<file path="src/rtl/prio_irq_pkg.sv">
package prio_irq_pkg;
  localparam int unsigned NUM_LEVELS = 16;
  localparam int unsigned LVL_W      = $clog2(NUM_LEVELS);
  localparam int unsigned EXT_BASE   = 4;
  localparam int unsigned NUM_EXT    = NUM_LEVELS - EXT_BASE;
  localparam int unsigned NMI_LEVEL  = 1;
  localparam int unsigned GIE_BIT    = 0;
  localparam int unsigned ADDR_W     = 2;

  typedef enum logic [ADDR_W-1:0] {
    VIEW_ENABLE  = 2'd0,
    VIEW_PENDING = 2'd1,
    VIEW_SET     = 2'd2,
    VIEW_CLEAR   = 2'd3
  } reg_view_e;

  // bits lo..hi set
  function automatic logic [NUM_LEVELS-1:0] span_mask(input int unsigned lo, input int unsigned hi);
    logic [NUM_LEVELS-1:0] m;
    m = '0;
    for (int unsigned i = 0; i < NUM_LEVELS; i++)
      if (i >= lo && i <= hi) m[i] = 1'b1;
    return m;
  endfunction

  localparam logic [NUM_LEVELS-1:0] EXT_MASK   = span_mask(EXT_BASE, NUM_LEVELS-1);
  localparam logic [NUM_LEVELS-1:0] EN_MASK    = EXT_MASK | span_mask(GIE_BIT, GIE_BIT);
  localparam logic [NUM_LEVELS-1:0] CLR_MASK   = EXT_MASK | span_mask(NMI_LEVEL, NMI_LEVEL);

  // index of lowest set bit (0 when none)
  function automatic logic [LVL_W-1:0] lowest_set(input logic [NUM_LEVELS-1:0] v);
    logic [LVL_W-1:0] r;
    r = '0;
    for (int i = NUM_LEVELS-1; i >= 0; i--)
      if (v[i]) r = LVL_W'(i);
    return r;
  endfunction

  // one-hot decode of a level number
  function automatic logic [NUM_LEVELS-1:0] level_onehot(input logic [LVL_W-1:0] l);
    logic [NUM_LEVELS-1:0] r;
    r = '0;
    r[l] = 1'b1;
    return r;
  endfunction
endpackage

</file>
<file path="src/rtl/irq_pend_cell.sv">
module irq_pend_cell (
  input  logic clk,
  input  logic rst_n,
  input  logic req_i,
  input  logic set_i,
  input  logic clr_i,
  output logic pend_o,
  output logic set_evt_o
);
  logic req_q;

  // set beats clear when both arrive in one cycle
  assign set_evt_o = (req_i & ~req_q) | set_i;

  always_ff @(posedge clk or negedge rst_n) begin
    if (!rst_n) begin
      req_q  <= 1'b0;
      pend_o <= 1'b0;
    end else begin
      req_q <= req_i;
      if (set_evt_o)  pend_o <= 1'b1;
      else if (clr_i) pend_o <= 1'b0;
    end
  end
endmodule

</file>
<file path="src/rtl/irq_regs.sv">
module irq_regs
  import prio_irq_pkg::*;
(
  input  logic                  clk,
  input  logic                  rst_n,
  input  logic                  we_i,
  input  logic [ADDR_W-1:0]     addr_i,
  input  logic [NUM_LEVELS-1:0] wdata_i,
  input  logic [NUM_LEVELS-1:0] pend_view_i,
  output logic [NUM_LEVELS-1:0] en_o,
  output logic [NUM_LEVELS-1:0] set_o,
  output logic [NUM_LEVELS-1:0] clr_o,
  output logic [NUM_LEVELS-1:0] rdata_o
);
  logic [NUM_LEVELS-1:0] en_q;
  reg_view_e view;

  assign view  = reg_view_e'(addr_i);
  assign en_o  = en_q;
  assign set_o = (we_i && view == VIEW_SET)   ? (wdata_i & EXT_MASK) : '0;
  assign clr_o = (we_i && view == VIEW_CLEAR) ? (wdata_i & CLR_MASK) : '0;

  always_ff @(posedge clk or negedge rst_n) begin
    if (!rst_n)                             en_q <= '0;
    else if (we_i && view == VIEW_ENABLE)   en_q <= wdata_i & EN_MASK;
  end

  always_comb begin
    case (view)
      VIEW_ENABLE:  rdata_o = en_q;
      VIEW_PENDING: rdata_o = pend_view_i;
      default:      rdata_o = '0;
    endcase
  end
endmodule

</file>
<file path="src/rtl/irq_prio_enc.sv">
module irq_prio_enc
  import prio_irq_pkg::*;
(
  input  logic [NUM_LEVELS-1:0] qual_i,
  output logic                  valid_o,
  output logic [LVL_W-1:0]      level_o
);
  assign valid_o = |qual_i;
  assign level_o = lowest_set(qual_i);
endmodule

</file>
<file path="src/rtl/prio_irq_ctrl.sv">
module prio_irq_ctrl
  import prio_irq_pkg::*;
(
  input  logic                  clk,
  input  logic                  rst_n,
  input  logic                  rst_req_i,
  input  logic                  nmi_i,
  input  logic [NUM_EXT-1:0]    ext_irq_i,
  input  logic                  ack_i,
  input  logic [LVL_W-1:0]      ack_level_i,
  input  logic                  reg_we_i,
  input  logic [ADDR_W-1:0]     reg_addr_i,
  input  logic [NUM_LEVELS-1:0] reg_wdata_i,
  output logic [NUM_LEVELS-1:0] reg_rdata_o,
  output logic                  irq_valid_o,
  output logic [LVL_W-1:0]      irq_level_o
);
  logic [NUM_LEVELS-1:0] pend;
  logic [NUM_LEVELS-1:0] set_evt;
  logic [NUM_LEVELS-1:0] en;
  logic [NUM_LEVELS-1:0] set_wr;
  logic [NUM_LEVELS-1:0] clr_wr;
  logic [NUM_LEVELS-1:0] ack_hit;
  logic [NUM_LEVELS-1:0] qual;
  logic [NUM_LEVELS-1:0] pend_view;
  logic                  gie;

  assign gie     = en[GIE_BIT];
  assign ack_hit = ack_i ? level_onehot(ack_level_i) : '0;

  irq_regs u_regs (
    .clk        (clk),
    .rst_n      (rst_n),
    .we_i       (reg_we_i),
    .addr_i     (reg_addr_i),
    .wdata_i    (reg_wdata_i),
    .pend_view_i(pend_view),
    .en_o       (en),
    .set_o      (set_wr),
    .clr_o      (clr_wr),
    .rdata_o    (reg_rdata_o)
  );

  for (genvar l = 0; l < NUM_LEVELS; l++) begin : g_lvl
    if (l == NMI_LEVEL) begin : g_nmi
      irq_pend_cell u_cell (
        .clk      (clk),
        .rst_n    (rst_n),
        .req_i    (nmi_i),
        .set_i    (1'b0),
        .clr_i    (clr_wr[l] | ack_hit[l]),
        .pend_o   (pend[l]),
        .set_evt_o(set_evt[l])
      );
      assign qual[l]      = pend[l];
      assign pend_view[l] = pend[l];
    end else if (l >= EXT_BASE) begin : g_ext
      irq_pend_cell u_cell (
        .clk      (clk),
        .rst_n    (rst_n),
        .req_i    (ext_irq_i[l-EXT_BASE]),
        .set_i    (set_wr[l]),
        .clr_i    (clr_wr[l] | ack_hit[l]),
        .pend_o   (pend[l]),
        .set_evt_o(set_evt[l])
      );
      assign qual[l]      = pend[l] & en[l] & gie;
      assign pend_view[l] = pend[l];
    end else if (l == 0) begin : g_rst
      assign pend[l]      = 1'b0;
      assign set_evt[l]   = 1'b0;
      assign qual[l]      = rst_req_i;
      assign pend_view[l] = rst_req_i;
    end else begin : g_rsvd
      assign pend[l]      = 1'b0;
      assign set_evt[l]   = 1'b0;
      assign qual[l]      = 1'b0;
      assign pend_view[l] = 1'b0;
    end
  end

  irq_prio_enc u_enc (
    .qual_i (qual),
    .valid_o(irq_valid_o),
    .level_o(irq_level_o)
  );
endmodule

</file>
<file path="config.mk">
export PLATFORM = sky130hd
export DESIGN_NAME = prio_irq_ctrl
export DESIGN_NICKNAME = d
export VERILOG_FILES = /design/src/rtl/prio_irq_pkg.sv /design/src/rtl/irq_pend_cell.sv /design/src/rtl/irq_regs.sv /design/src/rtl/irq_prio_enc.sv /design/src/rtl/prio_irq_ctrl.sv
export SDC_FILE = /design/constraint.sdc
export NUM_CORES = 1
export LEC_CHECK = 0
export ABC_AREA = 1
export BUFFER_PORTS_ARGS = -buffer_cell sky130_fd_sc_hd__buf_2
export CAP_MARGIN = 40
export CORE_UTILIZATION = 45
export CTS_CLUSTER_DIAMETER = 60
export DETAILED_ROUTE_END_ITERATION = 16
export PLACE_DENSITY = 0.7
export REMOVE_ABC_BUFFERS = 1
export SYNTH_ARGS = -nofsm -noshare
export SYNTH_HDL_FRONTEND = slang
export SYNTH_HIERARCHICAL = 1
export SYNTH_SLANG_ARGS = --single-unit
</file>
<file path="constraint.sdc">
create_clock -name clk -period 3.3 [get_ports clk]
set_input_delay 0 -clock clk [delete_from_list [all_inputs] [get_ports clk]]
set_output_delay 0 -clock clk [all_outputs]
set_load 0.01 [all_outputs]
</file>
==> results.sh, run 1 <==
export IMPL_grt_pass1_wl_mm=10.09
export IMPL_netlist_instances=370
export IMPL_core_um2=5238
export IMPL_tightest_slew_ps=672.1
export IMPL_power_frac_comb_pct=24.9
export IMPL_cts_tree="built"
export IMPL_ant_nets=0
export IMPL_p_clk_share_pct=31.9
export IMPL_boundaryPins=61
export IMPL_cp_end_kind="primary output"
export IMPL_fin_worst_skew_ps=3.861
export IMPL_clockRootBuffer="clkbuf_8"
export IMPL_drc=0
export IMPL_cts_sinks=39
export IMPL_fmax_mhz=499.9
export IMPL_clk_latency_ps=290
export IMPL_cts_buffer_depth=2
export IMPL_finalSetupViolCount=0
export IMPL_p_int_mw=0.9089
export IMPL_n_fill_cell=510
export IMPL_antenna_cells=0
export IMPL_drive_above_1_share_pct=25.27
export IMPL_p_per_area_nw_per_um2=405.2
export IMPL_clk_pin_slew_ps=80
export IMPL_die_area_um2=5909
export IMPL_initial_core_util_pct=48.16
export IMPL_cts_resized=0
export IMPL_synth_area_per_cell_um2=6.817
export IMPL_grt_remaining_overflow=0
export IMPL_cts_buffers=5
export IMPL_pwr_share_seq_pct=43.2
export IMPL_reg2reg_slack_ps=2600
export IMPL_final_min_clock_period_ps=2000
export IMPL_rsz0062_at_grt="no"
export IMPL_nets=494
export IMPL_portBuffers=56
export IMPL_antenna_found_initial=0
export IMPL_crit_required_ps=3300
export IMPL_place_gp_congestion=0.7922
export IMPL_slew_headroom_pct=55.09
export IMPL_syn_area_um2=2522
export IMPL_dpl_hpwl_mm=4.153
export IMPL_worstSetupPathType="reg2out"
export IMPL_leakage_nw=1.775
export IMPL_startpoint_type="flop"
export IMPL_areaGrowthSynthToFinish_pct=28.72
export IMPL_maxSlewViolCount=0
export IMPL_first_pass_iters=4
export IMPL_setup_slack_ps=1300
export IMPL_min_period_over_period_pct=60.62
export IMPL_die_y_um=76.87
export IMPL_drv_cap=0
export IMPL_yosysWarningCount=6
export IMPL_grt_max_degree=28
export IMPL_final_setup_tns_ps=0
export IMPL_crit_fanout=12
export IMPL_finalHoldViolCount=0
export IMPL_die_w_um=76.87
export IMPL_grt_pass1_vias=2296
export IMPL_vias_per_cell=4.610
export IMPL_crit_arrival_ps=2000
export IMPL_routed_wl_mm=5.970
export IMPL_min_path_type="in2reg"
export IMPL_vias=2420
export IMPL_net_switching_power_mw=0.4067
export IMPL_wl_per_cell_um=11.37
export IMPL_grt_total_usage_pct=21.69
export IMPL_run_status="finished clean"
export IMPL_rows=26
export IMPL_cts_max_level=2
export IMPL_swShare_pct=30.91
export IMPL_ir_worst_vdd_mv=0.2798
export IMPL_place_ws_ps=1631
export IMPL_dr_first_iter_drc_count=134
[per-stage QoR]
stage | instance area, um^2 | utilization, % | total power [mW] | std cells | hold slack, ps
floorplan | 2464 | - | 0.7638 | 363 | -295.6
global placement | 2831 | 54.06 | 0.8671 | 489 | 132.8
detailed placement | 2859 | 54.59 | 0.8800 | 490 | 2.129
CTS | 3247 | 61.99 | 1.325 | 525 | 129.0
global route | 3247 | 61.99 | 1.396 | 525 | 164.6
finish | 3247 | 61.99 | 1.316 | 525 | 142.3
[per-layer routing]
| layer | track usage, % | routed length (um) | vias up |
|---|---|---|---|
| met1 | 26.46 | 2722 | 1078 |
| met5 | 0 | 0 | - |
| li1 | - | - | 1263 |
| met4 | 6.731 | 88 | 0 |
| met3 | 4.405 | 301 | 10 |
| met2 | 38.13 | 2857 | 69 |
[path summary, 6_finish.rpt]
path | start | end | cells after the start
setup / recovery | u_regs/en_o[0] | irq_level_o[0] | 18
hold / removal | ack_level_i[0] | g_lvl[7].g_ext.u_cell/pend_o | 6
setup reg to reg | g_lvl[1].g_nmi.u_cell/pend_o | g_lvl[1].g_nmi.u_cell/pend_o | 2
hold reg to reg | u_regs/en_o[6] | u_regs/en_o[6] | 2
max in group asynchronous | rst_n | g_lvl[1].g_nmi.u_cell/pend_o | 3
min in group asynchronous | rst_n | g_lvl[15].g_ext.u_cell/req_q | 2
[placed cells by master (no fill, tap or decap), drive strengths merged]
master and instances:
a21oi 3, buf 57, bufinv 1, clkbuf 6, clkinv 1, conb 5
dfrtp 39, dlygate4sd3 27, inv 80, nand2 117, nand3 52, nand4 1
nor2 51, nor3 3, nor4 1, o21bai 10, or2 1
[cell type report]
cell class              count  area (um^2)  area share, %
clock buffers               6        82.58          2.543
inverters                  80        300.3          9.249
clock inverters             2        35.03          1.079
flip-flops and latches     39        975.9          30.06
well taps                  70        87.58          2.697
repair buffers             84        578.1          17.80
multi-input cells         244         1187          36.57
[timing repair]
| action | 4_1_cts | 5_1_grt |
|---|---|---|
| hold buffers | 27 | 0 |
| hold endpoints to repair | 58 | 0 |
| setup buffers | 0 | 0 |
| endpoints found under the setup margin | 0 | 0 |
[registers in the layout, summed over array words and instances (netlist names)]
| register | flops |
|---|---|
| u_regs/en_o | 13 |
| g_lvl.g_nmi.u_cell/req_q | 1 |
| g_lvl.g_ext.u_cell/pend_o | 12 |
| g_lvl.g_ext.u_cell/req_q | 12 |
| g_lvl.g_nmi.u_cell/pend_o | 1 |
[power groups by stage]
stage	combinational (mW)	sequential (mW)	clock, mW
2_1_floorplan	0.197	0.567	0
3_5_place_dp	0.303	0.577	0
3_3_place_gp	0.293	0.574	0
6_report	0.328	0.568	0.420
5_1_grt	0.374	0.575	0.446
4_1_cts	0.329	0.567	0.429
[critical path, stage by stage, from the launching register on]
cell	delay, ps
dfrtp_1	400
inv_1	270
nor2_1	110
inv_1	60
nand2_1	40
nand2_1	60
nand2_1	40
nand2_1	50
nand2_1	40
nand2_1	50
nand2_1	40
nand2_1	50
nand2_1	40
nand2_1	50
nand2_1	60
nand2_1	50
nand2_1	60
a21oi_2	100
buf_2	130
Power figures use the tool's default switching activity.
==> run 2, diff against run 1 <==
- clock period: 3.3 -> 2.1 ns (I/O delays scaled with it)
==> run 2 against run 1 <==
Effect of this change:
- non-clock buffer count is 8 higher
- first-iteration DRC count is 9.0% lower
- die area stayed put
- register-to-register slack worse by 1200 ps
- via count is 0.37% higher
- largest power group unchanged
- critical path depth is 2 lower
- core utilization is 0.91 points higher
- final cell count is 1.1% higher
==> results.sh, run 2 (synthesis gave the netlist of run 1 again) <==
export IMPL_nets=502
export IMPL_cp_depth=16
export IMPL_final_min_clock_period_ps=1959
export IMPL_antenna_cells=0
export IMPL_clk_latency_ps=290
export IMPL_leakage_nw=1.784
export IMPL_cp_end_kind="primary output"
export IMPL_dpl_hpwl_mm=4.241
export IMPL_path_cells="clkinvlp_4, buf_6, nor2_4, inv_2, nand2_1, nand2_1, nand2_1, nand2_1, nand2_1, nand2_1, nand2_1, nand2_1, nand2_1, nand2_1, a21oi_2, buf_2"
export IMPL_setup_slack_ps=141.0
export IMPL_final_cells=531
export IMPL_maxSlewViolCount=0
export IMPL_initial_core_util_pct=48.16
export IMPL_grt_max_degree=26
export IMPL_min_period_over_period_pct=93.29
export IMPL_antenna_found_initial=0
export IMPL_routed_wl_mm=6.000
export IMPL_vias_per_cell=4.574
export IMPL_min_path_type="in2reg"
export IMPL_worst_hold_path_num_cells=4
export IMPL_finalHoldViolCount=0
export IMPL_ir_worst_vdd_mv=0.3791
export IMPL_drc=0
export IMPL_ant_nets=0
export IMPL_areaGrowthSynthToFinish_pct=30.61
export IMPL_grt_pass1_wl_mm=10.07
export IMPL_clockRootBuffer="clkbuf_8"
export IMPL_tightest_slew_ps=582.7
export IMPL_place_inst=494
export IMPL_clk_pin_slew_ps=70
export IMPL_final_cell_mix="nand2_1, inv_1, buf_2"
export IMPL_final_setup_tns_ps=0
export IMPL_final_common_cell="nand2_1"
export IMPL_critPathMaxStageDelay_ps=400
export IMPL_final_seq_area_um2=975.9
export IMPL_reg2reg_slack_ps=1410
export IMPL_drv_cap=0
export IMPL_cp_top_family="simple AND/OR/NAND/NOR gates"
export IMPL_cp_common_cell="nand2_1"
export IMPL_slew_headroom_pct=61.05
export IMPL_crit_buf_inv=4
export IMPL_fmax_mhz=510.5
export IMPL_p_per_area_nw_per_um2=582.8
export IMPL_min_to="u_regs/en_o[7]"
export IMPL_boundaryPins=61
export IMPL_cts_buffer_depth=2
export IMPL_crit_arrival_ps=1960
export IMPL_die_area_um2=5909
export IMPL_startpoint_type="flop"
export IMPL_drive_above_1_share_pct=27.98
export IMPL_place_gp_congestion=0.7693
export IMPL_wl_per_cell_um=11.30
export IMPL_rr_startpoint="g_lvl[1].g_nmi.u_cell/pend_o"
export IMPL_worstSetupPathType="reg2out"
export IMPL_core_um2=5238
export IMPL_portBuffers=56
export IMPL_fin_util_pct=62.90
export IMPL_grt_remaining_overflow=0
export IMPL_first_pass_iters=4
export IMPL_cts_max_level=2
export IMPL_cts_buffers=5
export IMPL_finalSetupViolCount=0
export IMPL_cts_tree="built"
export IMPL_die_w_um=76.87
export IMPL_crit_required_ps=2100
export IMPL_dr_first_iter_drc_count=122
export IMPL_rows=26
export IMPL_place_ws_ps=436.6
export IMPL_n_fill_cell=500
export IMPL_run_status="finished clean"
export IMPL_crit_fanout=5
export IMPL_grt_pass1_vias=2285
export IMPL_worst_r2r_cell_count=2
export IMPL_die_y_um=76.87
export IMPL_r2r_end="g_lvl[1].g_nmi.u_cell/pend_o"
export IMPL_multi_input_area_um2=1220
export IMPL_timing_hold_ws_ps=107.1
export IMPL_fin_worst_skew_ps=2.455
export IMPL_hp_start="reg_addr_i[1]"
export IMPL_cp_slowest_cell="dfrtp_1"
export IMPL_cts_sinks=39
export IMPL_largest_reg_flops=13
export IMPL_vias=2429
export IMPL_grt_total_usage_pct=21.53
## run 2: changes by cell type in the layout (fill, tap and decap cells not counted), sizes merged
cell | before | now
clkinv | 1 | 0
bufinv | 1 | 0
buf | 57 | 65
inv | 80 | 79
clkinvlp | 0 | 1
## run 2: worst max-delay path by stage
stage / from / endpoint / slack [ps]
6_report: u_regs/en_o[0] / irq_level_o[0] / 140
3_3_place_gp: u_regs/en_o[0] / irq_level_o[0] / 480
4_1_cts: u_regs/en_o[0] / irq_level_o[0] / 110
5_1_grt: u_regs/en_o[0] / irq_level_o[0] / -40
3_5_place_dp: u_regs/en_o[0] / irq_level_o[0] / 440
2_1_floorplan: u_regs/en_o[0] / irq_level_o[0] / 680
## run 2: cell type report
type | instances | share of cell area (%)
multi-input cells | 244 | 37.03
flip-flops and latches | 39 | 29.62
repair buffers | 92 | 19.26
inverters | 80 | 9.229
well taps | 70 | 2.659
clock buffers | 6 | 2.203
## run 2: where the power goes
| part | switching, mW | internal, mW | leakage, nW | total [mW] |
|---|---|---|---|---|
| Sequential | 0.0632 | 0.831 | 0.442 | 0.894 |
| Clock | 0.246 | 0.221 | 0.0371 | 0.467 |
| Combinational | 0.321 | 0.238 | 1.31 | 0.559 |
## run 2: worst register-to-register path, cell delays in order, from the launching register on
cell and delay [ps]:
dfrtp_1 420, nand2_2 90, nand3_2 70
## run 2: stage by stage
stage | instance area (um^2) | power (mW)
floorplan | 2464 | 1.200
global placement | 2861 | 1.370
detailed placement | 2882 | 1.388
CTS | 3224 | 1.904
global route | 3294 | 2.038
finish | 3294 | 1.920
## run 2: what timing repair did
item                       4_1_cts  5_1_grt
hold endpoints to repair        78        0
hold buffers                    27        0
gates resized for setup          0       13
buffers inserted                 0        4
setup endpoints to repair        0        2
## run 2: routing by layer
metal	GRT usage, %	wire length (um)
met1	26.52	2654
met2	37.95	2892
met3	4.048	348
met4	6.346	105
met5	0	0
